## config.mk

```make
export PLATFORM = sky130hd
export DESIGN_NAME = mem_tap_ctrl
export DESIGN_NICKNAME = d
export VERILOG_FILES = /design/src/rtl/mtap_pkg.sv /design/src/rtl/mtap_fsm.sv /design/src/rtl/mtap_ir.sv /design/src/rtl/mtap_dr.sv /design/src/rtl/mem_tap_ctrl.sv
export SDC_FILE = /design/constraint.sdc
export NUM_CORES = 1
export LEC_CHECK = 0
export BUFFER_PORTS_ARGS = -buffer_cell sky130_fd_sc_hd__buf_2
export CAP_MARGIN = 25
export CORE_UTILIZATION = 55
export CTS_CLUSTER_SIZE = 8
export DETAILED_ROUTE_END_ITERATION = 16
export PLACE_DENSITY = 0.88
export SLEW_MARGIN = 20
export SYNTH_ARGS = -nofsm -noshare
export SYNTH_HDL_FRONTEND = slang
export SYNTH_SLANG_ARGS = --single-unit
```

## constraint.sdc

```tcl
create_clock -name tck -period 2.4 [get_ports tck]
set_input_delay 0.24 -clock tck [delete_from_list [all_inputs] [get_ports tck]]
set_output_delay 0.24 -clock tck [all_outputs]
set_load 0.1 [all_outputs]
```

## src/rtl/mtap_pkg.sv

```systemverilog
package mtap_pkg;

  typedef enum logic [3:0] {
    ST_RESET, ST_IDLE,
    ST_SEL_DR, ST_CAP_DR, ST_SH_DR, ST_EX1_DR, ST_PAU_DR, ST_EX2_DR, ST_UPD_DR,
    ST_SEL_IR, ST_CAP_IR, ST_SH_IR, ST_EX1_IR, ST_PAU_IR, ST_EX2_IR, ST_UPD_IR
  } tap_state_e;

  localparam int          IR_W      = 3;
  localparam logic [2:0]  OP_EXTEST = 3'b000;
  localparam logic [2:0]  OP_IDCODE = 3'b001;
  localparam logic [2:0]  OP_SAMPZ  = 3'b010;
  localparam logic [2:0]  OP_SAMPLE = 3'b100;
  localparam logic [2:0]  OP_BYPASS = 3'b111;
  localparam logic [2:0]  IR_CAPTURE_PAT = 3'b001;

  function automatic logic op_uses_chain(input logic [2:0] op);
    return (op == OP_EXTEST) || (op == OP_SAMPZ) || (op == OP_SAMPLE);
  endfunction

endpackage

```

## src/rtl/mtap_fsm.sv

```systemverilog
module mtap_fsm
  import mtap_pkg::*;
(
  input  logic       tck,
  input  logic       trst_n,
  input  logic       tms,
  output tap_state_e state
);

  tap_state_e nxt;

  always_comb begin
    unique case (state)
      ST_RESET:  nxt = tms ? ST_RESET  : ST_IDLE;
      ST_IDLE:   nxt = tms ? ST_SEL_DR : ST_IDLE;
      ST_SEL_DR: nxt = tms ? ST_SEL_IR : ST_CAP_DR;
      ST_CAP_DR: nxt = tms ? ST_EX1_DR : ST_SH_DR;
      ST_SH_DR:  nxt = tms ? ST_EX1_DR : ST_SH_DR;
      ST_EX1_DR: nxt = tms ? ST_UPD_DR : ST_PAU_DR;
      ST_PAU_DR: nxt = tms ? ST_EX2_DR : ST_PAU_DR;
      ST_EX2_DR: nxt = tms ? ST_UPD_DR : ST_SH_DR;
      ST_UPD_DR: nxt = tms ? ST_SEL_DR : ST_IDLE;
      ST_SEL_IR: nxt = tms ? ST_RESET  : ST_CAP_IR;
      ST_CAP_IR: nxt = tms ? ST_EX1_IR : ST_SH_IR;
      ST_SH_IR:  nxt = tms ? ST_EX1_IR : ST_SH_IR;
      ST_EX1_IR: nxt = tms ? ST_UPD_IR : ST_PAU_IR;
      ST_PAU_IR: nxt = tms ? ST_EX2_IR : ST_PAU_IR;
      ST_EX2_IR: nxt = tms ? ST_UPD_IR : ST_SH_IR;
      ST_UPD_IR: nxt = tms ? ST_SEL_DR : ST_IDLE;
      default:   nxt = ST_RESET;
    endcase
  end

  always_ff @(posedge tck or negedge trst_n) begin
    if (!trst_n) state <= ST_RESET;
    else         state <= nxt;
  end

endmodule

```

## src/rtl/mtap_ir.sv

```systemverilog
module mtap_ir
  import mtap_pkg::*;
(
  input  logic             tck,
  input  logic             trst_n,
  input  tap_state_e       state,
  input  logic             tdi,
  output logic [IR_W-1:0]  ir_sh,
  output logic [IR_W-1:0]  ir_cur
);

  always_ff @(posedge tck or negedge trst_n) begin
    if (!trst_n) begin
      ir_sh <= '0;
    end else if (state == ST_CAP_IR) begin
      ir_sh <= IR_CAPTURE_PAT;
    end else if (state == ST_SH_IR) begin
      ir_sh <= {tdi, ir_sh[IR_W-1:1]};
    end
  end

  always_ff @(negedge tck or negedge trst_n) begin
    if (!trst_n) begin
      ir_cur <= OP_IDCODE;
    end else if (state == ST_RESET) begin
      ir_cur <= OP_IDCODE;
    end else if (state == ST_UPD_IR) begin
      ir_cur <= ir_sh;
    end
  end

endmodule

```

## src/rtl/mtap_dr.sv

```systemverilog
module mtap_dr
  import mtap_pkg::*;
#(
  parameter int          CHAIN_W = 63,
  parameter int          ID_W    = 32,
  parameter logic [ID_W-1:0] ID_CODE = '0
) (
  input  logic               tck,
  input  logic               trst_n,
  input  tap_state_e         state,
  input  logic [IR_W-1:0]    ir_cur,
  input  logic               tdi,
  input  logic [CHAIN_W-1:0] pin_sample,
  output logic               dr_bit,
  output logic [CHAIN_W-1:0] bsr_out
);

  localparam int N_REGS = 3;
  localparam int SEL_BYP = 0;
  localparam int SEL_ID  = 1;
  localparam int SEL_BSR = 2;

  logic [N_REGS-1:0]  sel;
  logic               byp_q;
  logic [ID_W-1:0]    id_q;
  logic [CHAIN_W-1:0] bsr_q;
  logic [N_REGS-1:0]  lsb;

  always_comb begin
    sel          = '0;
    sel[SEL_ID]  = (ir_cur == OP_IDCODE);
    sel[SEL_BSR] = op_uses_chain(ir_cur);
    sel[SEL_BYP] = !sel[SEL_ID] && !sel[SEL_BSR];
  end

  always_ff @(posedge tck or negedge trst_n) begin
    if (!trst_n) begin
      byp_q <= 1'b0;
      id_q  <= '0;
      bsr_q <= '0;
    end else if (state == ST_CAP_DR) begin
      if (sel[SEL_BYP]) byp_q <= 1'b0;
      if (sel[SEL_ID])  id_q  <= ID_CODE;
      if (sel[SEL_BSR]) bsr_q <= pin_sample;
    end else if (state == ST_SH_DR) begin
      if (sel[SEL_BYP]) byp_q <= tdi;
      if (sel[SEL_ID])  id_q  <= {tdi, id_q[ID_W-1:1]};
      if (sel[SEL_BSR]) bsr_q <= {tdi, bsr_q[CHAIN_W-1:1]};
    end
  end

  always_ff @(negedge tck or negedge trst_n) begin
    if (!trst_n)                               bsr_out <= '0;
    else if (state == ST_UPD_DR && sel[SEL_BSR]) bsr_out <= bsr_q;
  end

  assign lsb[SEL_BYP] = byp_q;
  assign lsb[SEL_ID]  = id_q[0];
  assign lsb[SEL_BSR] = bsr_q[0];

  always_comb begin
    dr_bit = 1'b0;
    for (int i = 0; i < N_REGS; i++) begin
      if (sel[i]) dr_bit = lsb[i];
    end
  end

endmodule

```

## src/rtl/mem_tap_ctrl.sv

```systemverilog
module mem_tap_ctrl
  import mtap_pkg::*;
#(
  parameter int          CHAIN_W = 63,
  parameter int          ID_W    = 32,
  parameter logic [31:0] ID_CODE = 32'h0B56_E0A3
) (
  input  logic               tck,
  input  logic               trst_n,
  input  logic               tms,
  input  logic               tdi,
  input  logic [CHAIN_W-1:0] pin_sample,
  output logic               tdo,
  output logic               tdo_en,
  output logic [CHAIN_W-1:0] bsr_out,
  output logic               dq_hiz,
  output logic               extest_drive
);

  tap_state_e      state;
  logic [IR_W-1:0] ir_sh;
  logic [IR_W-1:0] ir_cur;
  logic            dr_bit;
  logic            shifting;

  mtap_fsm u_fsm (
    .tck    (tck),
    .trst_n (trst_n),
    .tms    (tms),
    .state  (state)
  );

  mtap_ir u_ir (
    .tck    (tck),
    .trst_n (trst_n),
    .state  (state),
    .tdi    (tdi),
    .ir_sh  (ir_sh),
    .ir_cur (ir_cur)
  );

  mtap_dr #(
    .CHAIN_W (CHAIN_W),
    .ID_W    (ID_W),
    .ID_CODE (ID_CODE[ID_W-1:0])
  ) u_dr (
    .tck        (tck),
    .trst_n     (trst_n),
    .state      (state),
    .ir_cur     (ir_cur),
    .tdi        (tdi),
    .pin_sample (pin_sample),
    .dr_bit     (dr_bit),
    .bsr_out    (bsr_out)
  );

  assign shifting = (state == ST_SH_IR) || (state == ST_SH_DR);

  always_ff @(negedge tck or negedge trst_n) begin
    if (!trst_n) begin
      tdo    <= 1'b0;
      tdo_en <= 1'b0;
    end else begin
      tdo_en <= shifting;
      if (state == ST_SH_IR)      tdo <= ir_sh[0];
      else if (state == ST_SH_DR) tdo <= dr_bit;
      else                        tdo <= 1'b0;
    end
  end

  assign dq_hiz       = (ir_cur == OP_SAMPZ);
  assign extest_drive = (ir_cur == OP_EXTEST);

endmodule

```

# Yosys cells after proc, flatten, opt, wreduce, memory -nomap -nowiden
# Index checks and enable logic that the tools add are counted.
# W data, S select, Z words.
[word_totals]
ff_bits = 171
elab_cells = 79
[classes]
n_eq_ne = 18
muxes = 34
reduce_logical = 18
[op_table]
columns = ["op", "count"]
rows = [
  ["$mux W63", 4],
  ["$mux W32", 4],
  ["$pmux W4 S12", 1],
  ["$eq A4 B4 Y1 const B", 8],
  ["$mux W3", 6],
  ["$eq A4 B3 Y1 const B", 4],
  ["$mux W4", 4],
  ["$mux W1", 12],
  ["$eq A4 B2 Y1 const B", 2],
  ["$mux W2", 3],
  ["$reduce_and A2 Y1", 3],
  ["$reduce_bool A2 Y1", 3],
  ["$eq A4 B1 Y1 const B", 1],
  ["$logic_not A4 Y1", 1],
  ["$reduce_or A2 Y1", 2],
  ["$eq A3 B1 Y1 const B", 1],
  ["$eq A3 B2 Y1 const B", 1],
  ["$eq A3 B3 Y1 const B", 1],
  ["$logic_not A3 Y1", 1],
  ["$logic_or A1 B1 Y1", 3],
  ["$reduce_or A3 Y1", 1],
  ["$logic_and A1 B1 Y1", 2],
  ["$logic_not A1 Y1", 2],
]

# Longest topological paths before layout
# Gate-level depths: netlist (run 1).
[logic_depth]
ltp_word = 10
depth_mapped = 7

# Modules after synthesis
# From an unflattened synthesis (run 1), not the netlist that was laid out.
[hier_totals]
hier_cells = 546
hier_area_um2 = 7940.1
[by_module_without_submodules]
columns = ["module", "instances", "cells_per_inst", "area_per_inst_um2", "seq_area_each_um2"]
rows = [
  ["mtap_dr", 1, 469, 7236.9, 3978.8],
  ["mtap_fsm", 1, 37, 314.1, 100.1],
  ["mtap_ir", 1, 30, 284.0, 151.4],
  ["mem_tap_ctrl", 1, 10, 105.1, 50.0],
]

==> summary.md, run 1 <==
| Metric | Value |
|---|---|
| Max-slew headroom at the worst pin | 66.9% |
| Leakage power of the design | 5.12 nW |
| Cell chain of the critical path | and2b_2 > nand3_4 > bufbuf_16 > mux2_2 |
| Syn. warnings | 0 |
| Drt first-iter violations | 761 |
| Count of non-filler cells in the finished layout | 1005 |
| Post-synthesis cell area | 0.00729 mm2 |
| Synthesized netlist net count | 711 |
| Sequential power share | 29.5% |
| Power density of the placed cells | 1690 mW/mm2 |
| Signed area change from the synthesized netlist to the final layout | 50.2% |
| Pre-Repair DR Iteration Count | 8 |
| Initial core utilization | 57.0% |
| Worst IR Drop VDD | 0.00137 V |
| Crit-path slowest cell | dfrtp_1 |
| RSZ-0062 raised after global routing | yes |
| Tot Pwr | 18.5 mW |
| Startpoint type of the worst setup path | flop |
| Count of maximum capacitance violations | 0 |
| Flip-flop and latch count after synthesis | 171 |
| TritonCTS clock tree | yes |
| Final non-filler cell area | 0.0109 mm2 |
| Vias in the first global route | 6042 |
| Die Outline Area | 0.0137 mm2 |
| Worst Path Max Fanout | 6 |
| Max-slew violation count | 0 |
| Overall via count from detail_route | 6389 |
| # IOs | 134 |
| Combinational power share | 55.4% |
| Total of buffers placed on input and output ports | 133 |
| Hold Fails Final Rpt | 0 |
| Clock latency on the worst-skew pair | 0.45 ns |
| Post-synth cell types | 42 |
| Fraction of final layout cells with drive strength greater than 1 | 43.7% |
| Master cell of the clock root buffer | clkbuf_16 |
| First-pass GRT wire length | 32.2 mm |
| Clock transition at the register clock pins on the worst setup and hold paths after CTS | 0.08 ns |
| Fillcell total | 494 |
| Critical Path End Type | flop |
| Clock sink total | 171 |
| Post-layout nets | 887 |
| Required arrival time at the worst endpoint | 1.45 ns |
| Total detailed-routing wirelength | 26.3 mm |
| Status | finished, violations left |
| Final setup violation count | 231 |
| Site Rows | 41 |
| Number of buffers between clock root and the deepest sink | 2 |
| Number of buffers created by CTS | 17 |
| Horiz. Die Dim | 117 um |
| Remaining antenna violation count after routing | 0 |
| # diodes | 0 |
| Cell count after placement | 932 |
| Dpl cell area | 0.00938 mm2 |
| Average cell area after synthesis | 11.3 um2 |
| Slowest Stage Delay on Critical Path | 0.45 ns |
| Path category of the worst min-delay check | in2reg |
| Accumulated negative setup slack | -67.30 ns |
| HPWL reported at the end of detailed placement | 11.7 mm |
| Die height | 117 um |
| Overall global routing resource usage | 32.5% |
| Net switching power figure | 8.86 mW |
| Register area share after synthesis | 58.7% |
| Arrival time at the worst endpoint | 1.97 ns |
| Vias per std cell | 6.36 |
| Cell-internal power | 9.68 mW |
| Violated checks | negative setup slack |
| Power share of the clock group | 15.1% |
| Buffers and inverters on the worst path | 1 |
| Total congestion overflow | 0 |
| Initial antenna violation count | 0 |
| Post-synthesis cell count | 644 |
| Fraction of power spent switching nets | 47.8% |
| Final Skew | 0.0462 ns |
| Pin count of the biggest net entering global routing | 74 |
| Transition time of the tightest slew-check pin | 0.491 ns |
| Crit path max-delay family | flip-flops |
| Post-route setup slack | -0.524 ns |
| Residual DRC | 0 |
| Classification of the worst setup path | reg2reg |
| Final weighted congestion in routability-driven placement | 0.763 |
| Maximum level of the CTS H-tree | 4 |
| Detailed-route wire length per cell | 26.2 um |
| Area inside the core boundary | 0.0128 mm2 |
-- kinds of logic after synthesis --
group,count (synthesis),share of synthesized area [%]
AO/OA/AOI/OAI,126,9.29
flip-flops,171,58.7
buffers and inverters,51,3.59
XOR/XNOR,1,0.120
multiplexers,127,18.6
AND/OR/NAND/NOR,168,9.70
-- power by group through the flow --
| stage | Clock [mW] | Sequential, mW | Combinational, mW |
|---|---|---|---|
| floorplan | 0.00521 | 7.91 | 2.48 |
| global placement | 0.00521 | 5.09 | 8.09 |
| detailed placement | 0.00521 | 5.19 | 8.39 |
| CTS | 2.71 | 5.20 | 8.86 |
| global route | 2.90 | 5.52 | 10.6 |
| finish | 2.79 | 5.47 | 10.3 |
-- synthesized netlist by cell type (all sizes together) --
| master | instances | area share, % |
|---|---|---|
| nand2 | 122 | 6.3 |
| dfrtp | 103 | 35 |
| o21ai | 102 | 7.1 |
| dfrtn | 67 | 23 |
| mux2 | 65 | 10 |
| mux2i | 62 | 8.5 |
| buf | 26 | 2.2 |
| nor2 | 23 | 1.2 |
| clkbuf | 20 | 1.1 |
| a21oi | 12 | 0.88 |
| inv | 5 | 0.26 |
| nand3 | 4 | 0.34 |
| nor3 | 4 | 0.27 |
| o22ai | 4 | 0.34 |
| nand2b | 3 | 0.26 |
| nor2b | 3 | 0.26 |
| a211oi | 2 | 0.27 |
| nand4 | 2 | 0.17 |
| o211ai | 2 | 0.27 |
| or3 | 2 | 0.17 |
| a221o | 1 | 0.14 |
| and2b | 1 | 0.10 |
| and3 | 1 | 0.086 |
| dfstp | 1 | 0.36 |
| nor3b | 1 | 0.10 |
| nor4b | 1 | 0.33 |
| nor4bb | 1 | 0.14 |
| o21a | 1 | 0.10 |
| o31ai | 1 | 0.10 |
| o32ai | 1 | 0.12 |
| xnor2 | 1 | 0.12 |
-- tightest hold or removal path, cell delays in order --
cell	delay [ns]
buf_2	0.08
mux2i_1	0.06
o21ai_1	0.11
-- cells in the final DEF (no fill, tap or decap), types with 4 or more instances in the layout --
cell type    n
nor2_1      21
buf_2       65
clkbuf_16   22
o21ai_1     65
inv_1        5
buf_6       19
nand2_4     22
buf_12      82
a21oi_1      8
mux2_4       8
o21ai_2     20
clkinv_2     4
nand2_1     93
mux2_2      57
buf_4       22
o21ai_0     14
nand2_2      6
mux2i_1     62
a21oi_2      4
buf_16       4
dfrtn_1     67
o22ai_1      4
dfrtp_1    103
-- layer usage --
metal	vias up	track usage, %	share of wire, %
li1	2577	-	-
met1	3178	37.0	33
met2	466	56.7	51
met3	168	7.88	9.2
met4	0	17.7	6.9
met5	-	0	0
-- registers in the layout, summed over array words and instances (netlist names) --
register      count
u_dr.bsr_out     63
u_dr.bsr_q       63
u_dr.id_q        32
u_fsm.state       4
u_ir.ir_cur       3
u_ir.ir_sh        3
tdo               1
tdo_en            1
u_dr.byp_q        1
-- path summary, 6_finish.rpt --
check	endpoint	depth (start not counted)	slack (ns)	startpoint
setup / recovery	u_dr.bsr_out[61]$_DFFE_NN0P_	4	-0.52	u_fsm.state[3]$_DFF_PN0_
hold / removal	u_dr.bsr_q[12]$_DFFE_PN0P_	3	0.08	pin_sample[12]
setup reg to reg	u_dr.bsr_out[61]$_DFFE_NN0P_	4	-0.52	u_fsm.state[3]$_DFF_PN0_
hold reg to reg	u_dr.id_q[8]$_DFFE_PN0P_	2	0.50	u_dr.id_q[8]$_DFFE_PN0P_
max in group asynchronous	u_dr.bsr_out[23]$_DFFE_NN0P_	3	0.47	trst_n
min in group asynchronous	u_fsm.state[0]$_DFF_PN0_	3	0.37	trst_n
-- area by class of cell --
cell class	count	area (um2)	share of cell area (%)
multi-input cells	422	3150	28.8
clock inverters	12	126	1.15
repair buffers	203	2700	24.7
flip-flops and latches	171	4280	39.1
clock buffers	21	450	4.12
well taps	172	215	1.97
inverters	4	15.0	0.137
-- metrics by stage --
stage | hold WS [ns] | utilization [%] | setup WS (ns)
CTS | 0.0849 | 81.0 | -0.401
global route | 0.0920 | 85.7 | -0.521
floorplan | -0.0556 | - | -0.432
detailed placement | 0.255 | 73.4 | -0.296
global placement | 0.252 | 73.4 | -0.206
finish | 0.0828 | 85.7 | -0.524
-- timing repair --
| action | 4_1_cts | 5_1_grt |
|---|---|---|
| pin swaps | 7 | 34 |
| hold buffers | 1 | 0 |
| gates resized for setup | 24 | 103 |
| hold endpoints to repair | 103 | 0 |
| setup buffers | 19 | 11 |
| setup endpoints to repair | 230 | 231 |
| gates cloned | 6 | 7 |
(Power assumes the default switching activity.)
==> inputs of run 2 (changes only) <==
CORE_ASPECT_RATIO = 0.8   (was default)
==> summary.md, run 2 <==
| Metric | Value |
|---|---|
| Stage at which the run stopped | global routing |
| Synthesized netlist net count | 711 (unchanged) |
| Leading post-synthesis cells by cell area | dfrtp_1 (35%), dfrtn_1 (23%), mux2_2 (9.0%), mux2i_1 (8.5%), nand2_1 (6.3%) (unchanged) |
| Worst_ep kind | register data pin |
| Master cell of the clock root buffer | clkbuf_16 (unchanged) |
| Maximum level of the CTS H-tree | 4 (unchanged) |
| Error that halted the flow | [ERROR GRT-0232] Routing congestion too high. Check the congestion heatmap in the GUI. |
| Most common library cells after synthesis | nand2_1 (122), dfrtp_1 (103), o21ai_1 (82) (unchanged) |
| Post-synthesis cell count | 644 (unchanged) |
| Average cell area after synthesis | 11.3 um2 (unchanged) |
| Pin count of the biggest net entering global routing | 52 |
| Post-synthesis cell area | 0.00729 mm2 (unchanged) |
| Count of flip-flops with a built-in enable after synthesis | 0 (unchanged) |
| Number of buffers created by CTS | 17 (unchanged) |
| Cell accounting for the most synthesized area | dfrtp_1 (unchanged) |
| Place WS | -0.247 ns (was -0.296 ns) |
| Overall global routing resource usage | 69.1% |
| Post-synth cell types | 42 (unchanged) |
| Status | did not finish (was finished, violations left) |
| Last worst endpoint in the global-route repair_timing | u_dr.bsr_out[58]$_DFFE_NN0P_/D |
| Share of flip-flops with an asynchronous set or reset after synthesis | 100% (unchanged) |
| Number of buffers between clock root and the deepest sink | 2 (unchanged) |
| Register area share after synthesis | 58.7% (unchanged) |
| Cell count after placement | 938 (was 932) |
| Total of buffers placed on input and output ports | 133 (unchanged) |
| Site Rows | 37 (was 41) |
| Dpl cell area | 0.00943 mm2 (was 0.00938 mm2) |
| Clock sink total | 171 (unchanged) |
| Proportion of netlist area held by the largest area contributor | 35.4% (unchanged) |
| Primary FF master, synth | dfrtp_1 (unchanged) |
| Total congestion overflow | 10 |
| Final weighted congestion in routability-driven placement | 0.838 (was 0.763) |
| # IOs | 134 (unchanged) |
| HPWL reported at the end of detailed placement | 12.3 mm (was 11.7 mm) |
| Initial core utilization | 56.6% (was 57.0%) |
| Horiz. Die Dim | 131 um (was 117 um) |
| Library cell with the highest instance count after synthesis | nand2_1 (unchanged) |
| Syn. warnings | 0 (unchanged) |
| Flip-flop and latch count after synthesis | 171 (unchanged) |
| Die height | 105 um (was 117 um) |
[run 2: what timing repair did]
item,in CTS
buffers inserted,49
endpoints found under the hold margin,14
resized for setup,203
setup endpoints to repair,230
pin swaps,66
hold buffers,1
gates cloned,31
[run 2: cell families after synthesis]
logic type / count (synthesis) / share of synthesized area, %
compound gates: 126 / 9.29
xor+xnor: 1 / 0.120
buf+inv: 51 / 3.59
flops: 171 / 58.7
mux: 127 / 18.6
simple gates: 168 / 9.70
[run 2: per-layer routing]
layer,GRT overflow,track usage (%)
met4,5,64.9
met5,0,7.84
met1,0,71.9
met2,5,87.2
met3,0,50.9
[run 2: per-stage QoR]
| stage | setup TNS [ns] | hold slack (ns) | utilization (%) |
|---|---|---|---|
| CTS | -54.23 | 0.0783 | 93.3 |
| detailed placement | -23.41 | 0.134 | 73.3 |
| global placement | -16.26 | 0.125 | 73.3 |
| floorplan | -41.54 | -0.0556 | - |
==> inputs of run 3 (changes only) <==
CORE_ASPECT_RATIO = default   (was 0.8)
CORE_UTILIZATION = 40   (was 55)
CTS_CLUSTER_SIZE = default   (was 8)
PLACE_DENSITY = default   (was 0.88)
PLACE_DENSITY_LB_ADDON = 0.15   (was default)
==> summary.md, run 3 (same netlist as run 1, synthesis figures left out) <==
| Metric | Value |
|---|---|
| Pre-Repair DR Iteration Count | 5 |
| Number of buffers created by CTS | 17 (unchanged) |
| Leading cell type in the layout, fill and taps excluded | dfrtp_1 |
| Count of maximum capacitance violations | 0 |
| Hold depth | 3 |
| Vias in the first global route | 5780 |
| Routing usage on met3 | 6.33% |
| Worst Path Max Fanout | 5 |
| Die Outline Area | 0.0188 mm2 |
| Post-layout nets | 907 |
| Final setup violation count | 230 |
| GRT met2 Usage | 34.8% |
| Cell count after placement | 988 (was 938) |
| Number of buffers between clock root and the deepest sink | 2 (unchanged) |
| R2R depth | 5 |
| Cell-internal power | 9.74 mW |
| Site Rows | 48 (was 37) |
| Power share of the clock group | 14.6% |
| Post-route setup slack | -0.434 ns |
| Final Skew | 0.0483 ns |
| Critical Path End Type | flop |
| Drt first-iter violations | 405 |
| Highest-utilization routing layer at the global route stage | met2 |
| Tot Pwr | 18.2 mW |
| # IOs | 134 (unchanged) |
| Fraction of final layout cells with drive strength greater than 1 | 54.9% |
| Count of non-filler cells in the finished layout | 1078 |
| Fillcell total | 1265 |
| Area inside the core boundary | 0.0175 mm2 |
| Worst IR Drop VDD | 0.000840 V |
| Status | finished, violations left (was did not finish) |
| Sequential power share | 29.6% |
| Horiz. Die Dim | 137 um (was 131 um) |
| Power density of the placed cells | 1540 mW/mm2 |
| Residual DRC | 0 |
| Pin count of the biggest net entering global routing | 55 |
| Initial antenna violation count | 1 |
| Total detailed-routing wirelength | 21.3 mm |
| Classification of the worst setup path | reg2reg |
| Transition time of the tightest slew-check pin | 0.487 ns |
| Max-slew headroom at the worst pin | 67.4% |
| Remaining antenna violation count after routing | 0 |
| Global-route met1 utilization | 28.5% |
| Clock sink total | 171 (unchanged) |
| Arrival time at the worst endpoint | 1.88 ns |
| Detailed-route wire length per cell | 19.8 um |
| Vias per std cell | 5.32 |
| Startpoint type of the worst setup path | flop |
| Final weighted congestion in routability-driven placement | 0.804 (was 0.838) |
| Max-slew violation count | 0 |
| Clock latency on the worst-skew pair | 0.45 ns |
| First-pass GRT wire length | 30.7 mm |
| Maximum level of the CTS H-tree | 4 (unchanged) |
| Post-layout utilization of the core | 67.0% |
| Die height | 137 um (was 105 um) |
| Combinational power share | 55.8% |
| Initial core utilization | 41.6% (was 56.6%) |
| Path category of the worst min-delay check | in2reg |
| TritonCTS clock tree | yes |
| Hold Fails Final Rpt | 0 |
| # diodes | 0 |
| HPWL reported at the end of detailed placement | 10.9 mm (was 12.3 mm) |
| Master cell of the clock root buffer | clkbuf_16 (unchanged) |
| Net switching power figure | 8.41 mW |
| Commonest non-fill, non-tap cells in the layout | dfrtp_1 (103), buf_12 (92), dfrtn_1 (67) |
| Fraction of power spent switching nets | 46.4% |
| Overall via count from detail_route | 5740 |
| Overall global routing resource usage | 21.7% |
| Leakage power of the design | 5.32 nW |
| Largest registers | u_dr.bsr_out: 63 flops, u_dr.bsr_q: 63 flops, u_dr.id_q: 32 flops |
| Required arrival time at the worst endpoint | 1.44 ns |
| Violated checks | negative setup slack |
| Total congestion overflow | 0 |
| Clock transition at the register clock pins on the worst setup and hold paths after CTS | 0.07 ns |
| RSZ-0062 raised after global routing | yes |
| Total of buffers placed on input and output ports | 133 (unchanged) |
| Signed area change from the synthesized netlist to the final layout | 61.3% |
==> run 3: metrics by stage <==
stage / setup slack [ns] / setup TNS (ns) / hold WS [ns] / cell area [um2]
3_5_place_dp: -0.271 / -28.25 / 0.164 / 9490
4_1_cts: -0.408 / -57.60 / 0.0723 / 10800
3_3_place_gp: -0.243 / -24.62 / 0.159 / 9490
2_1_floorplan: -0.432 / -41.54 / -0.0556 / 7450
6_report: -0.434 / -57.99 / 0.0860 / 11800
5_1_grt: -0.489 / -69.59 / 0.0738 / 11800
==> run 3: critical path, stage by stage, from the launching register on <==
cell       delay [ns]
dfrtp_1          0.41
and2b_2          0.26
nand3_4          0.13
buf_12           0.19
clkbuf_16        0.16
mux2_4           0.30
==> run 3: area by class of cell <==
class / count / area, um2 / share of cell area, %
inverters: 4 / 15.0 / 0.128
clock inverters: 14 / 108 / 0.915
clock buffers: 19 / 453 / 3.85
well taps: 225 / 282 / 2.39
flip-flops and latches: 171 / 4280 / 36.4
multi-input cells: 425 / 3580 / 30.5
repair buffers: 220 / 3030 / 25.8
==> run 3: worst paths after layout <==
| kind | to | slack, ns | startpoint |
|---|---|---|---|
| max | u_dr.bsr_out[11]$_DFFE_NN0P_ | -0.43 | u_fsm.state[2]$_DFF_PN0_ |
| min | u_dr.bsr_q[55]$_DFFE_PN0P_ | 0.09 | pin_sample[55] |
| max reg2reg | u_dr.bsr_out[11]$_DFFE_NN0P_ | -0.43 | u_fsm.state[2]$_DFF_PN0_ |
| min reg2reg | u_dr.id_q[5]$_DFFE_PN0P_ | 0.49 | u_dr.id_q[5]$_DFFE_PN0P_ |
| max in group asynchronous | u_dr.bsr_out[54]$_DFFE_NN0P_ | 0.41 | trst_n |
| min in group asynchronous | u_dr.bsr_q[57]$_DFFE_PN0P_ | 0.27 | trst_n |
==> run 3: layer usage <==
| metal | up-vias | wire (um) |
|---|---|---|
| li1 | 2639 | - |
| met1 | 2908 | 9270 |
| met2 | 159 | 10500 |
| met3 | 32 | 1240 |
| met4 | 2 | 331 |
| met5 | - | 10 |
==> run 3: power by group through the flow <==
stage	combinational (mW)	sequential (mW)	clock [mW]
finish	10.1	5.38	2.65
global route	10.6	5.52	2.81
CTS	9.12	5.14	2.68
detailed placement	8.35	5.16	0.00521
global placement	8.23	5.12	0.00521
floorplan	2.48	7.91	0.00521
==> run 3: timing repair <==
item                                   in CTS  in global routing
setup endpoints to repair                 229                231
gates cloned                               15                 15
endpoints found under the hold margin      12                  0
resized for setup                          58                200
setup buffers                              24                 12
hold buffers                                1                  0
pin swaps                                  14                 94
==> inputs of run 4 (changes only) <==
CORE_UTILIZATION = 45   (was 40)
clock period = 2.9 ns   (was 2.4 ns; I/O delays follow)
==> summary.md, run 4 (same netlist as run 1, synthesis figures left out) <==
| Metric | Value |
|---|---|
| Pre-Repair DR Iteration Count | 4 (was 5) |
| Overall global routing resource usage | 21.5% (was 21.7%) |
| Horiz. Die Dim | 129 um (was 137 um) |
| Power density of the placed cells | 1290 mW/mm2 (was 1540 mW/mm2) |
| Count of non-filler cells in the finished layout | 1034 (was 1078) |
| Fraction of final layout cells with drive strength greater than 1 | 36.3% (was 54.9%) |
| Worst Path Max Fanout | 4 (was 5) |
| HPWL reported at the end of detailed placement | 10.8 mm (was 10.9 mm) |
| Site Rows | 46 (was 48) |
| Remaining antenna violation count after routing | 0 (unchanged) |
| Initial core utilization | 46.0% (was 41.6%) |
| Hold Fails Final Rpt | 0 (unchanged) |
| Overall via count from detail_route | 5323 (was 5740) |
| Leading cell type in the layout, fill and taps excluded | nand2_1 (was dfrtp_1) |
| Maximum level of the CTS H-tree | 4 (unchanged) |
| Final setup violation count | 66 (was 230) |
| Total congestion overflow | 0 (unchanged) |
| Clock transition at the register clock pins on the worst setup and hold paths after CTS | 0.07 ns (about the same) |
| Status | finished, violations left (unchanged) |
| Commonest non-fill, non-tap cells in the layout | nand2_1 (122), dfrtp_1 (103), o21ai_1 (82) (was dfrtp_1 (103), buf_12 (92), dfrtn_1 (67)) |
| First-pass GRT wire length | 27.3 mm (was 30.7 mm) |
| Leakage power of the design | 4.99 nW (was 5.32 nW) |
| Worst hold slack | 0.144 ns (was 0.0860 ns) |
| Vias per std cell | 5.15 (was 5.32) |
| Final weighted congestion in routability-driven placement | 0.786 (was 0.804) |
| Die Outline Area | 0.0167 mm2 (was 0.0188 mm2) |
| Accumulated negative setup slack | -5.53 ns (was -57.99 ns) |
| RSZ-0062 raised after global routing | yes (unchanged) |
| Detailed-route wire length per cell | 17.4 um (was 19.8 um) |
| # IOs | 134 (unchanged) |
| Fillcell total | 1215 (was 1265) |
| R2r setup slk | -0.17 ns (was -0.43 ns) |
| Drt first-iter violations | 250 (was 405) |
| Total of buffers placed on input and output ports | 133 (unchanged) |
| Largest registers | u_dr.bsr_out: 63 flops, u_dr.bsr_q: 63 flops, u_dr.id_q: 32 flops (unchanged) |
| Clock latency on the worst-skew pair | 0.44 ns (was 0.45 ns) |
| Violated checks | negative setup slack (unchanged) |
| Worst IR Drop VDD | 0.000797 V (was 0.000840 V) |
| Final Skew | 0.0457 ns (was 0.0483 ns) |
| Max-slew violation count | 0 (unchanged) |
| Place WS | -0.0325 ns (was -0.271 ns) |
| Signed area change from the synthesized netlist to the final layout | 40.8% (was 61.3%) |
| Number of buffers created by CTS | 17 (unchanged) |
| TritonCTS clock tree | yes (unchanged) |
| Cell count after placement | 975 (was 988) |
| Required arrival time at the worst endpoint | 2.61 ns (was 1.44 ns) |
| Initial antenna violation count | 0 (was 1) |
| Post-layout nets | 872 (was 907) |
| Critical Path End Type | output port (was flop) |
| Pin count of the biggest net entering global routing | 57 (was 55) |
| Post-route setup slack | -0.205 ns (was -0.434 ns) |
| Startpoint type of the worst setup path | flop (unchanged) |
| # diodes | 0 (unchanged) |
| Classification of the worst setup path | reg2out (was reg2reg) |
| Master cell of the clock root buffer | clkbuf_16 (unchanged) |
| Area inside the core boundary | 0.0158 mm2 (was 0.0175 mm2) |
| Total detailed-routing wirelength | 18.0 mm (was 21.3 mm) |
| Max-slew headroom at the worst pin | 52.6% (was 67.4%) |
| Path category of the worst min-delay check | in2reg (unchanged) |
| Vias in the first global route | 5230 (was 5780) |
| Count of maximum capacitance violations | 0 (unchanged) |
| Transition time of the tightest slew-check pin | 0.709 ns (was 0.487 ns) |
| Residual DRC | 0 (unchanged) |
| Clock sink total | 171 (unchanged) |
| Arrival time at the worst endpoint | 2.82 ns (was 1.88 ns) |
| Post-layout utilization of the core | 64.8% (was 67.0%) |
| Number of buffers between clock root and the deepest sink | 2 (unchanged) |
| Die height | 129 um (was 137 um) |
## run 4: through the flow
stage / power [mW] / area [um2]
2_1_floorplan: 8.56 / 7390
3_3_place_gp: 10.2 / 8910
3_5_place_dp: 10.3 / 8910
4_1_cts: 13.1 / 10100
5_1_grt: 13.9 / 10300
6_report: 13.2 / 10300
## run 4: worst paths after layout
path,start,endpoint,cells after the start
max,u_ir.ir_cur[1]$_DFFE_NN0P_,dq_hiz,3
min,pin_sample[45],u_dr.bsr_q[45]$_DFFE_PN0P_,3
max reg2reg,u_fsm.state[2]$_DFF_PN0_,u_dr.bsr_out[33]$_DFFE_NN0P_,6
min reg2reg,u_dr.bsr_out[43]$_DFFE_NN0P_,u_dr.bsr_out[43]$_DFFE_NN0P_,1
max in group asynchronous,trst_n,u_dr.bsr_out[44]$_DFFE_NN0P_,3
min in group asynchronous,trst_n,u_dr.byp_q$_DFFE_PN0P_,2
## run 4: per-layer routing
layer	global-route usage (%)	wire length, um
met3	6.03	793
met1	28.1	7840
met4	7.06	235
met2	34.6	9140
met5	0	0
## run 4: power breakdown
part	total (mW)	internal (mW)	switching, mW
clock	2.33	1.38	0.951
combinational	6.68	2.37	4.30
sequential	4.20	3.40	0.798
## run 4: cell type report
type / count / area, um2 / area share, %
timing repair buffer: 188 / 2040 / 19.9
sequential: 171 / 4280 / 41.7
inverter: 4 / 15.0 / 0.146
clock inverter: 15 / 169 / 1.65
clock buffer: 18 / 439 / 4.28
tap: 216 / 270 / 2.63
multi-input combinational: 422 / 3050 / 29.7
## run 4: critical path, stage by stage, from the launching register on
cell and delay (ns):
dfrtn_1 0.43, buf_6 0.12, nor3b_4 0.22, buf_12 0.20
## run 4: repair_timing
action,4_1_cts,5_1_grt
pin swaps,2,2
cloned,6,6
resized for setup,94,45
setup buffers,8,19
hold buffers,1,0
endpoints found under the setup margin,102,123
hold endpoints to repair,13,0
